===== src/rtl/kseg_pkg.sv =====
package kseg_pkg;

    localparam int ADDR_W = 32;
    localparam int SEG_W  = 4;
    localparam int NIB_W  = 4;
    localparam int NSEG   = 1 << SEG_W;
    localparam int HALF   = NSEG / 2;
    localparam int KB_W   = HALF * NIB_W;
    localparam int OFF_W  = ADDR_W - SEG_W;

    typedef enum logic [1:0] {
        ACC_LOAD  = 2'd0,
        ACC_STORE = 2'd1,
        ACC_FETCH = 2'd2,
        ACC_RSVD  = 2'd3
    } acc_kind_e;

    typedef enum logic [1:0] {
        PATH_FLAT = 2'd0,
        PATH_SEG  = 2'd1,
        PATH_PAGE = 2'd2
    } xlat_path_e;

    typedef struct packed {
        logic [ADDR_W-1:0] paddr;
        logic              full_perm;
        logic              walk_req;
        logic              walk_ifetch;
        logic              walk_data;
    } xlat_res_t;

    function automatic logic mode_on(input logic [1:0] mode);
        return |mode;
    endfunction

    function automatic logic is_fetch(input logic [1:0] kind);
        return kind == ACC_FETCH;
    endfunction

endpackage


===== src/rtl/kseg_base_sel.sv =====
module kseg_base_sel
    import kseg_pkg::*;
(
    input  logic [SEG_W-1:0] seg,
    input  logic [KB_W-1:0]  kbase_lo,
    input  logic [KB_W-1:0]  kbase_hi,
    output logic [NIB_W-1:0] base
);
    logic [NIB_W-1:0] nib [NSEG];

    for (genvar g = 0; g < NSEG; g++) begin : g_nib
        if (g < HALF) begin : g_lo
            assign nib[g] = kbase_lo[(g % HALF)*NIB_W +: NIB_W];
        end else begin : g_hi
            assign nib[g] = kbase_hi[(g % HALF)*NIB_W +: NIB_W];
        end
    end

    assign base = nib[seg];
endmodule


===== src/rtl/kseg_decode.sv =====
module kseg_decode
    import kseg_pkg::*;
(
    input  logic              clk,
    input  logic              rst,
    input  logic [ADDR_W-1:0] vaddr,
    input  logic              is_user,
    input  logic [1:0]        acc_kind,
    input  logic [1:0]        xlat_mode,
    input  logic [NSEG-1:0]   seg_map_en,
    input  logic [NIB_W-1:0]  base,
    output logic [SEG_W-1:0]  seg,
    output xlat_res_t         res
);
    xlat_path_e path;
    logic       on;

    assign seg = vaddr[ADDR_W-1 -: SEG_W];
    assign on  = mode_on(xlat_mode);

    always_comb begin
        if (!on)
            path = PATH_FLAT;
        else if (!is_user && seg_map_en[seg])
            path = PATH_SEG;
        else
            path = PATH_PAGE;
    end

    always_comb begin
        res = '0;
        unique case (path)
            PATH_FLAT: begin
                res.paddr     = vaddr;
                res.full_perm = 1'b1;
            end
            PATH_SEG: begin
                res.paddr     = {base, vaddr[OFF_W-1:0]};
                res.full_perm = 1'b1;
            end
            default: begin
                res.walk_req    = 1'b1;
                res.walk_ifetch = is_fetch(acc_kind);
                res.walk_data   = !is_fetch(acc_kind);
            end
        endcase
    end


    flat_pass_chk: assert property (@(posedge clk) disable iff (rst)
        (xlat_mode == 2'b00) |-> (res.paddr == vaddr && res.full_perm && !res.walk_req));

    seg_offset_chk: assert property (@(posedge clk) disable iff (rst)
        (res.full_perm && xlat_mode != 2'b00) |-> (res.paddr[OFF_W-1:0] == vaddr[OFF_W-1:0]));

    user_walk_chk: assert property (@(posedge clk) disable iff (rst)
        (xlat_mode != 2'b00 && is_user) |-> res.walk_req);

    walk_excl_chk: assert property (@(posedge clk) disable iff (rst)
        res.walk_req |-> (!res.full_perm && res.paddr == '0));

    port_onehot_chk: assert property (@(posedge clk) disable iff (rst)
        res.walk_req |-> ($countones({res.walk_ifetch, res.walk_data}) == 1));

    port_idle_chk: assert property (@(posedge clk) disable iff (rst)
        !res.walk_req |-> !(res.walk_ifetch || res.walk_data));
endmodule


===== src/rtl/kseg_out_stage.sv =====
module kseg_out_stage
    import kseg_pkg::*;
#(
    parameter bit OUT_REG = 1'b1
) (
    input  logic      clk,
    input  logic      rst,
    input  xlat_res_t d,
    output xlat_res_t q
);
    if (OUT_REG) begin : g_reg
        always_ff @(posedge clk) begin
            if (rst) q <= '0;
            else     q <= d;
        end
    end else begin : g_comb
        assign q = d;
    end
endmodule


===== src/rtl/kseg_xlat.sv =====
module kseg_xlat
    import kseg_pkg::*;
#(
    parameter bit OUT_REG = 1'b1
) (
    input  logic              clk,
    input  logic              rst,
    input  logic [ADDR_W-1:0] vaddr,
    input  logic              is_user,
    input  logic [1:0]        acc_kind,
    input  logic [1:0]        xlat_mode,
    input  logic [NSEG-1:0]   seg_map_en,
    input  logic [KB_W-1:0]   kbase_lo,
    input  logic [KB_W-1:0]   kbase_hi,
    output logic [ADDR_W-1:0] paddr,
    output logic              full_perm,
    output logic              walk_req,
    output logic              walk_ifetch,
    output logic              walk_data
);
    logic [SEG_W-1:0] seg;
    logic [NIB_W-1:0] base;
    xlat_res_t        res_d;
    xlat_res_t        res_q;

    kseg_base_sel u_base (
        .seg      (seg),
        .kbase_lo (kbase_lo),
        .kbase_hi (kbase_hi),
        .base     (base)
    );

    kseg_decode u_dec (
        .clk        (clk),
        .rst        (rst),
        .vaddr      (vaddr),
        .is_user    (is_user),
        .acc_kind   (acc_kind),
        .xlat_mode  (xlat_mode),
        .seg_map_en (seg_map_en),
        .base       (base),
        .seg        (seg),
        .res        (res_d)
    );

    kseg_out_stage #(.OUT_REG(OUT_REG)) u_out (
        .clk (clk),
        .rst (rst),
        .d   (res_d),
        .q   (res_q)
    );

    assign paddr       = res_q.paddr;
    assign full_perm   = res_q.full_perm;
    assign walk_req    = res_q.walk_req;
    assign walk_ifetch = res_q.walk_ifetch;
    assign walk_data   = res_q.walk_data;


    seg_base_chk: assert property (@(posedge clk) disable iff (rst)
        (xlat_mode != 2'b00 && !is_user && seg_map_en[seg]) |->
        (res_d.paddr[ADDR_W-1 -: NIB_W] ==
         (seg[SEG_W-1] ? kbase_hi[seg[SEG_W-2:0]*NIB_W +: NIB_W]
                       : kbase_lo[seg[SEG_W-2:0]*NIB_W +: NIB_W])));

    clear_bit_walk_chk: assert property (@(posedge clk) disable iff (rst)
        (xlat_mode != 2'b00 && !is_user && !seg_map_en[seg]) |-> res_d.walk_req);
endmodule


===== config.mk =====
export PLATFORM = sky130hd
export DESIGN_NAME = kseg_xlat
export DESIGN_NICKNAME = d
export VERILOG_FILES = /design/src/rtl/kseg_pkg.sv /design/src/rtl/kseg_base_sel.sv /design/src/rtl/kseg_decode.sv /design/src/rtl/kseg_out_stage.sv /design/src/rtl/kseg_xlat.sv
export SDC_FILE = /design/constraint.sdc
export NUM_CORES = 1
export LEC_CHECK = 0
export BUFFER_PORTS_ARGS = -buffer_cell sky130_fd_sc_hd__buf_2
export CORE_AREA = 4 4 84 86
export DETAILED_ROUTE_END_ITERATION = 7
export DIE_AREA = 0 0 88 90
export GPL_ROUTABILITY_DRIVEN = 1
export GPL_TIMING_DRIVEN = 1
export PLACE_DENSITY = 0.73
export SLEW_MARGIN = 30
export SYNTH_ARGS = -nofsm -noshare
export SYNTH_HDL_FRONTEND = slang
export SYNTH_HIERARCHICAL = 1
export SYNTH_SLANG_ARGS = --single-unit

===== constraint.sdc =====
create_clock -name clk -period 2 [get_ports clk]
set_input_delay 0.1 -clock clk [delete_from_list [all_inputs] [get_ports clk]]
set_output_delay 0.1 -clock clk [all_outputs]
set_load 0.005 [all_outputs]

Yosys cells after proc, flatten, opt, wreduce, memory -nomap -nowiden
Index checks and enable logic that the tools add are counted.

Register bits after elaboration: 36. Bits of input ports: 119. Output and inout port bits: 36. Logic and storage cells: 26.

Magnitude comparators: 2. Eq/ne operators: 2. Multiplexer cells: 9. Bitwise operators: 1. Reductions and logical operators: 7.

Operators with widths (count): $pmux 33 s2 (1); $bmux 4 s4 (1); $mux 4 (2); $ge 5x5->1 const B (1); $lt 4x5->1 const B (1); $not 4->5 (1); $bmux 1 s4 (1); $mux 2 (2); $reduce_or 2->1 (2); $mux 3 (1); $reduce_or 3->1 (1); $eq 2x1->1 const B (1); $eq 2x2->1 const B (1); $logic_not 1->1 (2); $logic_not 2->1 (1); $logic_and 1x1->1 (1); $mux 1 (1).

Longest topological paths before layout
Depth in word-level cells: 8. Gate-level depth with buffers: 10.

Cells and area by module
The synthesis kept the hierarchy.

By module, submodules not included: kseg_out_stage (instances 1, cells an instance 75, area each 994.7 µm², seq. area each 720.7 µm²); kseg_decode (instances 1, cells an instance 122, area each 767.0 µm², seq. area each 0.0 µm²); kseg_base_sel (instances 1, cells an instance 39, area each 554.3 µm², seq. area each 0.0 µm²).

Worst setup path after synthesis
OpenSTA, ideal clock, no wires.

Kind: input port to flip-flop. Start: input port vaddr[28]. End: register u_out/q[33] (netlist name). Library setup time: 0.116 ns. Data arrival time: 1.730 ns. Data required time: 1.884 ns. Slack: 0.155 ns. Stages: 10. Path buffers: 3. Cells stage by stage: buf_4 -> buf_6 -> buf_12 -> mux4_2 -> a22oi_1 -> nand3_1 -> and2_1 -> a41oi_1 -> o21ai_0 -> and2b_2.

RTL lines: start: declaration (line kseg_xlat.sv:8) `input logic [ADDR_W-1:0] vaddr,`; end signal: assignment (line kseg_out_stage.sv:13) `if (rst) q <= '0;`; end signal: assignment (line kseg_out_stage.sv:14) `else q <= d;`; end: declaration (line kseg_out_stage.sv:9) `output xlat_res_t q`.

==> results.toml <==
[min_path]
min_path_type = "in2reg"

[final_layout]
final_core_utilization_pct = 50.9
layout-drive-gt1-share_pct = 48.2
layout_commonest_cell = "buf_2"
max_flop_register = "u_out/q"
max_ffs_per_register = 36
antenna_cells_inserted = 0
fin_nets = 500
finalNonFillerCells = 459
p_r_area_growth_vs_syn_pct = 38.1
fill_cell_instance_count_of_the_final_layout = 577
fin_area_sq_um = 3200
final_cell_mix = "buf_2, dfxtp_1, nor2b_1, inv_1, a31oi_1"
biggestRegsByFlops = "u_out/q (36)"

[worst_setup_path]
crit_path_start_kind = "primary input"
critPathRequiredTime_ns = 2.14
critical-path-slowest-cell = "mux4_1"
worstPathMaxFanout = 11
critPathKind = "in2reg"
worstPathArrival_ns = 1.84
timing.critical_path.cells = "buf_2 -> buf_12 -> mux4_1 -> a22oi_1 -> nand3_1 -> and2_1 -> a41oi_1 -> o21ai_1 -> nor2b_1"
cp-end-kind = "register"
cp_top_family = "multiplexers"
critical_path_buf_inv_count = 2
worst_path_largest_cell_delay_ns = 0.54

[synth]
fraction_of_the_mapped_netlist_area_in_compound_gates_pct = 12.6
syn_area_sq_um = 2320
synth_cell_type_count = 30
yosys.area_share.xor_xnor_pct = 0
synth_top_family_by_area = "multiplexers"
synth.yosys.warnings = 6
post_synth_simple_gate_area_pct = 20.7
synth_seq_cells = 36
synthCells = 236
post_synth.cell_area_avg_sq_um = 9.81
synth_fa_ha_area_share_pct = 0
sequential_element_share_of_the_synthesized_area_pct = 31.1
mappedNetlistNets = 355
synth_mux_area_share_pct = 21.5

[place]
dp_slack_ns = -0.0176
port_buffers = 154
placedCellCount = 451
dpl.hpwl_microns = 5090
gp_congestion = 0.805
detailed_place.area_sq_um = 3070

[die]
core_area_sq_um = 6280
dieHeight_microns = 90
top_level_ports = 155
die_area_sq_um = 7920
placementRows = 29
initial_utilization_pct = 36.9
die_width_microns = 88

[status]
status = "completed"

[routing]
drt-total-wl_microns = 6160
dr.first_iter.drc_count = 32
vias_per_cell = 4.88
detail_route.drc_violations = 0
wire_per_inst_microns = 13.4
routed-via-count = 2238
drtAntennaViolNets = 0
detail_route.first_pass.iterations = 4

[pwr]
worst_ir_drop_on_vdd_mv = 0.387
powerDensity_nw_per_um2 = 599
leak_pwr_nw = 1.71
total_power_mw = 1.92

[timing]
final.hold.worst_slack_ns = 0.133
post-route-period-util_pct = 84.8
maxClockFrequency_mhz = 589
setup_viol = 0
finalMaxSlewViolations = 0
hold_viol_final = 0
timing_worst_slew_pin_value_ns = 0.591
layout_min_cycle_time_ns = 1.70
worst_slack_ns = 0.303
slew-limit-headroom_pct = 60.6
grt_setup_unrepaired = "false"
timing.setup.tns_ns = 0

[cts]
tritoncts = "done"
clkSinkCount = 36
cts-root-buf = "clkbuf_8"
cts_buffers = 5
clock_tree.htree_level_count = 2
cts-resized-gates = 0
cts.hold.buffers_added = 0
ctsLongestPathBuffers = 2
post-cts-setup-buffers = 0
clkSlewWorstSetupHoldPaths_ns = 0.07

[grt]
antenna_found_initial = 0
grt_max_degree = 37
grt_pass1_vias = 2225
global_route.overflow_total = 0
grt_first_pass_wirelength_microns = 9620
grt.total_usage_pct = 15.1

[run]
maxCapViolations = 0
## routing by layer
metal	part of all wire [%]	routed length [microns]	vias to the layer above	GRT usage, %
li1	-	-	1117	-
met1	37	2250	992	15.5
met2	51	3130	117	29.1
met3	10	626	12	2.93
met4	2.4	148	0	5.75
met5	0	0	-	0
## power by group
group | leakage, nW | total [mW] | internal (mW) | switching [mW]
registers | 0.295 | 0.766 | 0.757 | 0.00893
logic | 1.35 | 0.460 | 0.264 | 0.196
clock network | 0.0645 | 0.690 | 0.440 | 0.250
total | 1.71 | 1.92 | 1.46 | 0.455
## final timing paths
kind | start | to | depth (start not counted) | slack, ns
hold / removal | vaddr[10] | u_out/q[14]$_SDFF_PP0_ | 4 | 0.13
setup / recovery | vaddr[28] | u_out/q[32]$_SDFF_PP0_ | 9 | 0.30
## area by class of cell
class | count | area (sq um) | area share [%]
clock inverter | 1 | 30.0 | 0.939
sequential | 36 | 721 | 22.5
multi-input combinational | 144 | 1270 | 39.7
tap | 77 | 96.3 | 3.01
clock buffer | 7 | 96.3 | 3.01
inverter | 33 | 124 | 3.87
timing repair buffer | 161 | 861 | 26.9
## synthesized netlist by cell type
library cell | n | area, sq um
buf_12 | 1 | 20.0
nand2_1 | 9 | 33.8
nand3_4 | 1 | 17.5
a41oi_1 | 4 | 35.0
mux4_2 | 4 | 90.1
nand2b_4 | 1 | 13.8
a31oi_1 | 28 | 175
nor3_1 | 2 | 10.0
mux4_1 | 14 | 368
a211oi_4 | 1 | 20.0
buf_6 | 11 | 124
buf_4 | 4 | 30.0
o21ai_1 | 1 | 5.00
and3_1 | 3 | 18.8
and2_1 | 4 | 25.0
a22oi_1 | 5 | 37.5
mux2i_1 | 4 | 40.0
or2_2 | 1 | 6.26
nor2b_1 | 33 | 206
nor2_1 | 7 | 26.3
inv_1 | 33 | 124
nand3_1 | 9 | 45.0
buf_2 | 1 | 5.00
o21ai_0 | 4 | 20.0
and2b_2 | 6 | 52.6
clkbuf_1 | 6 | 22.5
dfxtp_1 | 36 | 721
nand3b_1 | 1 | 7.51
nand3_2 | 1 | 10.0
nand2b_1 | 1 | 6.26
## logic make-up (layout without fill, tap and decap cells)
group,Yosys count,count (layout)
mux,22,22
simple gates,79,79
compound gates,43,43
buf+inv,56,202
flops,36,36
(Power assumes the default switching activity.)
